<file path="config.mk">
export PLATFORM = sky130hd
export DESIGN_NAME = pll_ctl_guard
export DESIGN_NICKNAME = d
export VERILOG_FILES = /design/src/rtl/pll_ctl_guard.sv
export SDC_FILE = /design/constraint.sdc
export NUM_CORES = 1
export LEC_CHECK = 0
export BUFFER_PORTS_ARGS = -buffer_cell sky130_fd_sc_hd__buf_2
export CAP_MARGIN = 0
export CORE_MARGIN = 1
export CORE_UTILIZATION = 30
export DETAILED_ROUTE_END_ITERATION = 12
export PLACE_DENSITY = 0.62
export SYNTH_ARGS = -nofsm -noshare
export SYNTH_HDL_FRONTEND = slang
export SYNTH_SLANG_ARGS = --single-unit
</file>
<file path="constraint.sdc">
create_clock -name clk -period 2 [get_ports clk]
set_clock_uncertainty 0.15 [all_clocks]
set_input_delay 0.3 -clock clk [delete_from_list [all_inputs] [get_ports clk]]
set_output_delay 0.3 -clock clk [all_outputs]
set_load 0.03 [all_outputs]
</file>
<file path="src/rtl/pll_ctl_guard.sv">
module pll_ctl_guard #(
  parameter int MUL_W = 12,
  parameter int DIV_W = 8
) (
  input  logic             clk,
  input  logic             rst_n,
  input  logic             wr_en,
  input  logic             wr_pll_on,
  input  logic             wr_vco_sel,
  input  logic [MUL_W-1:0] wr_mul,
  input  logic [DIV_W-1:0] wr_div,
  output logic             rd_pll_on,
  output logic             rd_vco_sel,
  output logic [MUL_W-1:0] rd_mul,
  output logic [DIV_W-1:0] rd_div,
  output logic             pll_en_eff,
  output logic             vco_req,
  output logic [MUL_W-1:0] mul_eff
);

  localparam logic [MUL_W-1:0] MUL_ONE = MUL_W'(1);

  logic             on_q, sel_q;
  logic [MUL_W-1:0] mul_q;
  logic [DIV_W-1:0] div_q;
  logic             on_chg, sel_chg, dual, div_ok, on_nx, sel_nx;

  assign on_chg  = wr_pll_on ^ on_q;
  assign sel_chg = wr_vco_sel ^ sel_q;
  assign dual    = on_chg & sel_chg;
  assign div_ok  = |wr_div;

  // clearing the enable is refused while select is held (sel_q)
  assign on_nx  = (dual | ~on_chg)  ? on_q  : (wr_pll_on | sel_q);
  assign sel_nx = div_ok & ((dual | ~sel_chg) ? sel_q : (wr_vco_sel & on_q));

  always_ff @(posedge clk or negedge rst_n) begin
    if (!rst_n) begin
      on_q  <= 1'b0;
      sel_q <= 1'b0;
      mul_q <= MUL_ONE;
      div_q <= '0;
    end else if (wr_en) begin
      on_q  <= on_nx;
      sel_q <= sel_nx;
      mul_q <= wr_mul;
      div_q <= wr_div;
    end
  end

  assign rd_pll_on  = on_q;
  assign rd_vco_sel = sel_q;
  assign rd_mul     = mul_q;
  assign rd_div     = div_q;
  assign pll_en_eff = on_q & (|div_q);
  assign vco_req    = sel_q & (|div_q);
  assign mul_eff    = (mul_q == '0) ? MUL_ONE : mul_q;

endmodule


</file>
==> impl_metrics.py, run 1 <==
metrics = {
    "sta": {
        "whs_ps": 62.20,
        "rsz0062_at_grt": "no",
        "period_needed_ps": 1868,
        "slew_headroom_pct": 65.69,
        "hold_violations": 0,
        "timing.fmax_ghz": 0.5352,
        "worst_pin_slew_ps": 514.7,
        "fin_crit_sh_pct": 93.42,
        "maxSlewViolCount": 0,
        "setup_viol": 0,
        "setup_tns_ps": 0,
    },
    "detailed_routing": {
        "drc": 0,
        "wl_per_cell_um": 12.68,
        "post_drt_via_cell_ratio": 4.598,
        "ant_nets": 0,
        "drtIter0Drc": 24,
        "drt-total-wl_um": 2207,
        "vias": 800,
        "dr.pass1.iters": 2,
    },
    "global_routing": {
        "grtUsageTotal_pct": 13.58,
        "grt_pass1_wl_um": 3498,
        "grt_max_degree": 25,
        "antenna_found_initial": 0,
        "grt_pass1_vias": 792,
        "grt-ovfl-total": 0,
    },
    "critical_path": {
        "path_max_fanout": 2,
        "worstPathArrival_ps": 1420,
        "startpoint_type": "flop",
        "reg2reg_depth": 3,
        "cp_slowest_cell": "dfrtp_1",
        "crit_chain": "nor4_2 -> nand2_1 -> and2_1 -> buf_2",
        "crit_required_ps": 1550,
        "endpoint_kind": "output pin",
        "path_class": "reg -> out",
        "max_stage_delay_ps": 420,
    },
    "power": {
        "switching_share_pct": 36.61,
        "pwr_density_cell_nw_per_um2": 998.9,
        "peakVddDrop_mv": 0.3764,
        "p_int_w": 0.0008611,
        "p_clk_share_pct": 24.8,
        "total_leakage_power_nw": 0.6419,
        "p_sw_w": 0.0004974,
        "sequentialPowerShare_pct": 41.7,
        "comb_power_share_pct": 33.5,
    },
    "yosys": {
        "synth_warnings": 0,
        "ys_types": 19,
        "ys_ff_latch": 22,
        "syn_area_um2": 967.2,
        "synthArstFlopShare_pct": 100.0,
        "ys_seq_area_share_pct": 57.05,
        "ys.flop_type": "dfrtp_1",
        "synth_area_per_cell_um2": 12.56,
        "syn-num-nets": 102,
        "syn-instance-count": 77,
        "synth_edf_count": 0,
    },
    "clock_network": {
        "path_clk_slew_ps": 130,
        "cts_buffers": 3,
        "clk_path_buf_depth": 2,
        "clk_latency_ps": 300,
        "clock-root-buffer": "clkbuf_4",
        "h-tree-depth": 1,
        "cts_tree": "done",
        "cts_sinks": 22,
    },
    "placement": {
        "io_buffers": 60,
        "gp_congestion": 0.7406,
        "dpl.hpwl_um": 1666,
    },
    "min_path": {
        "hold_path.class": "in -> reg",
        "holdPathStages": 2,
    },
    "floorplanning": {
        "core_um2": 3053,
        "rows": 20,
        "num_io_pins": 61,
        "die-area_um2": 3455,
        "fp.dieH_um": 58.78,
        "die_x_um": 58.78,
        "initial_core_util_pct": 31.68,
    },
    "flow_run": {
        "drv_cap": 0,
    },
    "layout": {
        "fin_nets": 156,
        "antenna_cells": 0,
        "drive_gt1_share_pct": 70.00,
        "area_growth_pct": 40.62,
        "fillers": 318,
    },
    "status": {
        "status": "finished, final reports clean",
    },
}
[area by class of cell]
cell class | count | area [um2] | area share (%)
well taps | 44 | 55.05 | 4.048
clock buffers | 3 | 22.52 | 1.656
flip-flops and latches | 22 | 551.8 | 40.57
inverters | 1 | 3.754 | 0.2760
multi-input cells | 41 | 379.1 | 27.88
clock inverters | 1 | 30.03 | 2.208
repair buffers | 62 | 317.8 | 23.37
[placed cells by master, fill, tap and decap left out, drive strengths merged, types with 2 or more instances in the layout]
cell    Yosys  final
nand2       2      2
nor3        3      3
o21ai       2      2
and2        2      2
mux2       20     20
buf         2     61
nor4        5      5
dfrtp      21     21
clkbuf     11      3
[power groups by stage]
stage	registers, W	clock network, W	logic, W
global route	0.000584	0.000366	0.000483
finish	0.000566	0.000338	0.000454
detailed placement	0.000572	0	0.000452
CTS	0.000564	0.000350	0.000455
global placement	0.000567	0	0.000449
floorplan	0.000681	0	0.000198
[metrics by stage]
| step | area [um2] | power, W | setup WS [ps] | util (%) | cells |
|---|---|---|---|---|---|
| floorplan | 967.2 | 0.0008789 | 446.4 | - | 77 |
| global placement | 1271 | 0.001016 | 416.8 | 41.64 | 168 |
| detailed placement | 1271 | 0.001024 | 424.3 | 41.64 | 168 |
| CTS | 1334 | 0.001368 | 55.92 | 43.69 | 173 |
| global route | 1360 | 0.001434 | 34.01 | 44.55 | 174 |
| finish | 1360 | 0.001358 | 131.6 | 44.55 | 174 |
[registers in the layout, summed over array words and instances (netlist names)]
name / cells
rd_div: 8
rd_mul: 12
rd_pll_on: 1
rd_vco_sel: 1
[cells in the mapped netlist (2+ instances only)]
master    instances  area, um2
dfrtp_1          21      525.5
clkbuf_1         11      41.29
nor4_1            4      25.02
o21ai_0           2      10.01
buf_2             2      10.01
nor3_1            3      15.01
and2_1            2      12.51
nand2_1           2      7.510
mux2_2           20      225.2
[path summary, 6_finish.rpt]
| kind | start | endpoint | slack [ps] |
|---|---|---|---|
| max | rd_div[1]$_DFFE_PN0P_ | pll_en_eff | 130 |
| min | wr_mul[1] | rd_mul[1]$_DFFE_PN0P_ | 60 |
| max reg2reg | rd_vco_sel$_DFFE_PN0P_ | rd_pll_on$_DFFE_PN0P_ | 830 |
| min reg2reg | rd_mul[3]$_DFFE_PN0P_ | rd_mul[3]$_DFFE_PN0P_ | 420 |
| max in group asynchronous | rst_n | rd_mul[0]$_DFFE_PN1P_ | 1010 |
| min in group asynchronous | rst_n | rd_div[2]$_DFFE_PN0P_ | 340 |
[critical path, delay by kind of cell, from the launching register on]
kind	cells	cell delay [ps]
buf+inv	1	170
simple gates	3	530
flops	1	420
[per-layer routing]
layer / vias up / wire, um / global-route usage, %
met4: 0 / 0 / 4.082
met3: 0 / 150 / 1.978
met5: - / 0 / 0
met2: 44 / 1128 / 25.32
met1: 382 / 928 / 15.94
li1: 374 / - / -
[cell families after synthesis]
kind of cell | Yosys count | synth area share [%]
AND/OR/NAND/NOR | 15 | 9.573
XOR/XNOR | 1 | 0.9057
AO/OA/AOI/OAI | 5 | 3.494
flip-flops | 22 | 57.05
buffers and inverters | 14 | 5.692
multiplexers | 20 | 23.29
[timing repair]
action                                 4_1_cts  5_1_grt
buffers inserted                             0        1
resized for setup                            0        3
setup endpoints to repair                    0        3
hold buffers                                 1        0
endpoints found under the hold margin       21        0
Note: power is estimated with default switching activity, not from simulation.
==> inputs of run 2 (changes only) <==
- ABC_AREA: not set -> 1
- PLACE_DENSITY: 0.62 -> 0.6
==> impl_metrics.py, run 2 <==
metrics = {
    "status": {
        "status": "finished, final reports clean",
    },
    "sta": {
        "timing.fmax_ghz": 0.5665,
        "worst_pin_slew_ps": 499.2,
        "fin_crit_sh_pct": 88.27,
        "hold_violations": 0,
        "setup_viol": 0,
        "setup_tns_ps": 0,
        "rsz0062_at_grt": "no",
        "maxSlewViolCount": 0,
        "period_needed_ps": 1765,
        "slew_headroom_pct": 66.72,
    },
    "layout": {
        "area_growth_pct": 30.97,
        "largest_reg_flops": 12,
        "mostFrequentLayoutCells": "60 x buf_2, 45 x nand2_1, 27 x inv_1",
        "drive_gt1_share_pct": 34.87,
        "fin_nets": 221,
        "layout_commonest_cell": "buf_2",
        "antenna_cells": 0,
        "fin_cells": 241,
    },
    "critical_path": {
        "path_delay_family": "simple AND/OR/NAND/NOR gates",
        "endpoint_kind": "output pin",
        "timing.rr.end": "rd_pll_on$_DFFE_PN0P_",
        "crit_required_ps": 1550,
        "worstPathArrival_ps": 1320,
        "crit_chain": "nor2_1 -> nand3_1 -> nor2_1 -> nand2_1 -> nand2_1 -> buf_2",
        "reg2reg_from": "rd_vco_sel$_DFFE_PN0P_",
        "reg2reg_depth": 5,
        "path_class": "reg -> out",
        "max_stage_delay_ps": 420,
        "worst-path-buf-inv": 1,
        "path_max_fanout": 4,
        "cp-startpoint": "rd_mul[3]$_DFFE_PN0P_",
        "cp_slowest_cell": "dfrtp_1",
        "r2r_slack_ps": 950,
        "startpoint_type": "flop",
    },
    "clock_network": {
        "cts_setup_buffers": 0,
        "path_clk_slew_ps": 120,
        "cts_buffers": 3,
        "clock-root-buffer": "clkbuf_4",
        "h-tree-depth": 1,
        "clk_path_buf_depth": 2,
        "clk_latency_ps": 300,
        "cts_tree": "done",
        "cts_sinks": 22,
    },
    "min_path": {
        "hp-start": "wr_mul[2]",
        "holdPathStages": 3,
        "hold_path.class": "in -> reg",
        "holdPathEnd": "rd_mul[2]$_DFFE_PN0P_",
    },
    "yosys": {
        "syn_area_um2": 1075,
        "synth_area_per_cell_um2": 7.464,
        "synth_top_area_share_pct": 48.89,
        "yosysTopAreaCell": "dfrtp_1",
        "syn-instance-count": 144,
        "syn-num-nets": 169,
        "synth_warnings": 0,
        "synth.most_common_cell": "nand2_1",
        "ys_seq_area_share_pct": 51.34,
        "synthTopCellsByArea": "dfrtp_1 49%, nand2_1 16%, inv_1 9.4%, o21ai_0 5.6%, clkbuf_1 3.8%",
        "synthArstFlopShare_pct": 100.0,
        "ys_types": 16,
        "ys_ff_latch": 22,
        "synthTopCellsByCount": "45 x nand2_1, 27 x inv_1, 21 x dfrtp_1, 12 x o21ai_0, 11 x clkbuf_1",
        "synth_edf_count": 0,
        "ys.flop_type": "dfrtp_1",
    },
    "power": {
        "p_sw_w": 0.0004706,
        "p_int_w": 0.0007304,
        "sequentialPowerShare_pct": 44.5,
        "total_leakage_power_nw": 0.8348,
        "p_clk_share_pct": 19.8,
        "pwr_density_cell_nw_per_um2": 853.3,
        "switching_share_pct": 39.18,
        "comb_power_share_pct": 35.7,
        "power_w": 0.001201,
        "peakVddDrop_mv": 0.2176,
    },
    "global_routing": {
        "met1_usage_pct": 15.16,
        "grt_pass1_wl_um": 3408,
        "grt-ovfl-total": 0,
        "globalRoute.busiestLayer": "met2",
        "grt_util_met2_pct": 21.66,
        "grt_max_degree": 37,
        "antenna_found_initial": 0,
        "use_met3_pct": 1.863,
        "grtUsageTotal_pct": 12.18,
        "grt_pass1_vias": 840,
    },
    "detailed_routing": {
        "post_drt_via_cell_ratio": 4.158,
        "drc": 0,
        "ant_nets": 0,
        "drt-total-wl_um": 2293,
        "wl_per_cell_um": 9.515,
        "drtIter0Drc": 20,
        "dr.pass1.iters": 2,
        "vias": 1002,
    },
    "floorplanning": {
        "fp.dieH_um": 61.86,
        "core_um2": 3390,
        "die_x_um": 61.86,
        "initial_core_util_pct": 31.71,
        "die-area_um2": 3826,
        "num_io_pins": 61,
        "rows": 21,
    },
    "placement": {
        "dp.cells": 236,
        "gp_congestion": 0.6533,
        "dpl.hpwl_um": 1782,
        "io_buffers": 60,
    },
    "flow_run": {
        "drv_cap": 0,
    },
}
## run 2: kinds of logic (layout without fill, tap and decap cells)
logic type / Yosys count / after routing / share of synthesized area, %
buffers and inverters: 43 / 94 / 17.35
AND/OR/NAND/NOR: 59 / 59 / 21.42
flip-flops: 22 / 22 / 51.34
AO/OA/AOI/OAI: 20 / 20 / 9.896
## run 2: per-stage QoR
| stage | hold WS (ps) | setup slack (ps) | utilization [%] | instance area [um2] |
|---|---|---|---|---|
| 6_report | 44.99 | 234.7 | 41.53 | 1408 |
| 3_5_place_dp | 154.7 | 560.1 | 40.16 | 1361 |
| 4_1_cts | 33.89 | 209.2 | 41.53 | 1408 |
| 2_1_floorplan | -145.6 | 424.6 | - | 1075 |
| 3_3_place_gp | 153.0 | 587.7 | 40.16 | 1361 |
| 5_1_grt | 44.86 | 151.5 | 41.53 | 1408 |
## run 2: routing by layer
metal / wire [um] / up-vias / part of all wire [%]
met5: 0 / - / 0
met1: 1104 / 440 / 48
met2: 1051 / 39 / 46
met4: 13 / 0 / 0.57
li1: - / 521 / -
met3: 123 / 2 / 5.4
## run 2: worst min-delay path, stage by stage
cell,delay (ps)
buf_2,80
nand2_1,40
nand2_1,50
## run 2: worst max path at each step
stage,endpoint,slack (ps),cells after the start
floorplan,pll_en_eff,420,4
global placement,mul_eff[0],590,6
detailed placement,mul_eff[0],560,6
CTS,mul_eff[0],210,6
global route,mul_eff[0],150,6
finish,mul_eff[0],230,6
## run 2: final cells by class
| cell class | count | area, um2 |
|---|---|---|
| fill | 372 | 1982 |
| multi-input combinational | 79 | 336.6 |
| timing repair buffer | 62 | 317.8 |
| clock buffer | 4 | 36.28 |
| inverter | 28 | 107.6 |
| tap | 46 | 57.56 |
| sequential | 22 | 551.8 |
## run 2: power groups by stage
stage                     Combinational [W]  Clock (W)  Sequential, W
final                              0.000429   0.000237       0.000534
after global routing               0.000478   0.000268       0.000543
after CTS                          0.000436   0.000253       0.000535
after detailed placement           0.000435          0       0.000543
after global placement             0.000435          0       0.000543
after floorplan                    0.000203          0       0.000645
## run 2: what timing repair did
item                                    in CTS  in global routing
resized for setup                            0                  0
endpoints found under the setup margin       0                  0
hold endpoints to repair                    21                  0
hold buffers                                 1                  0
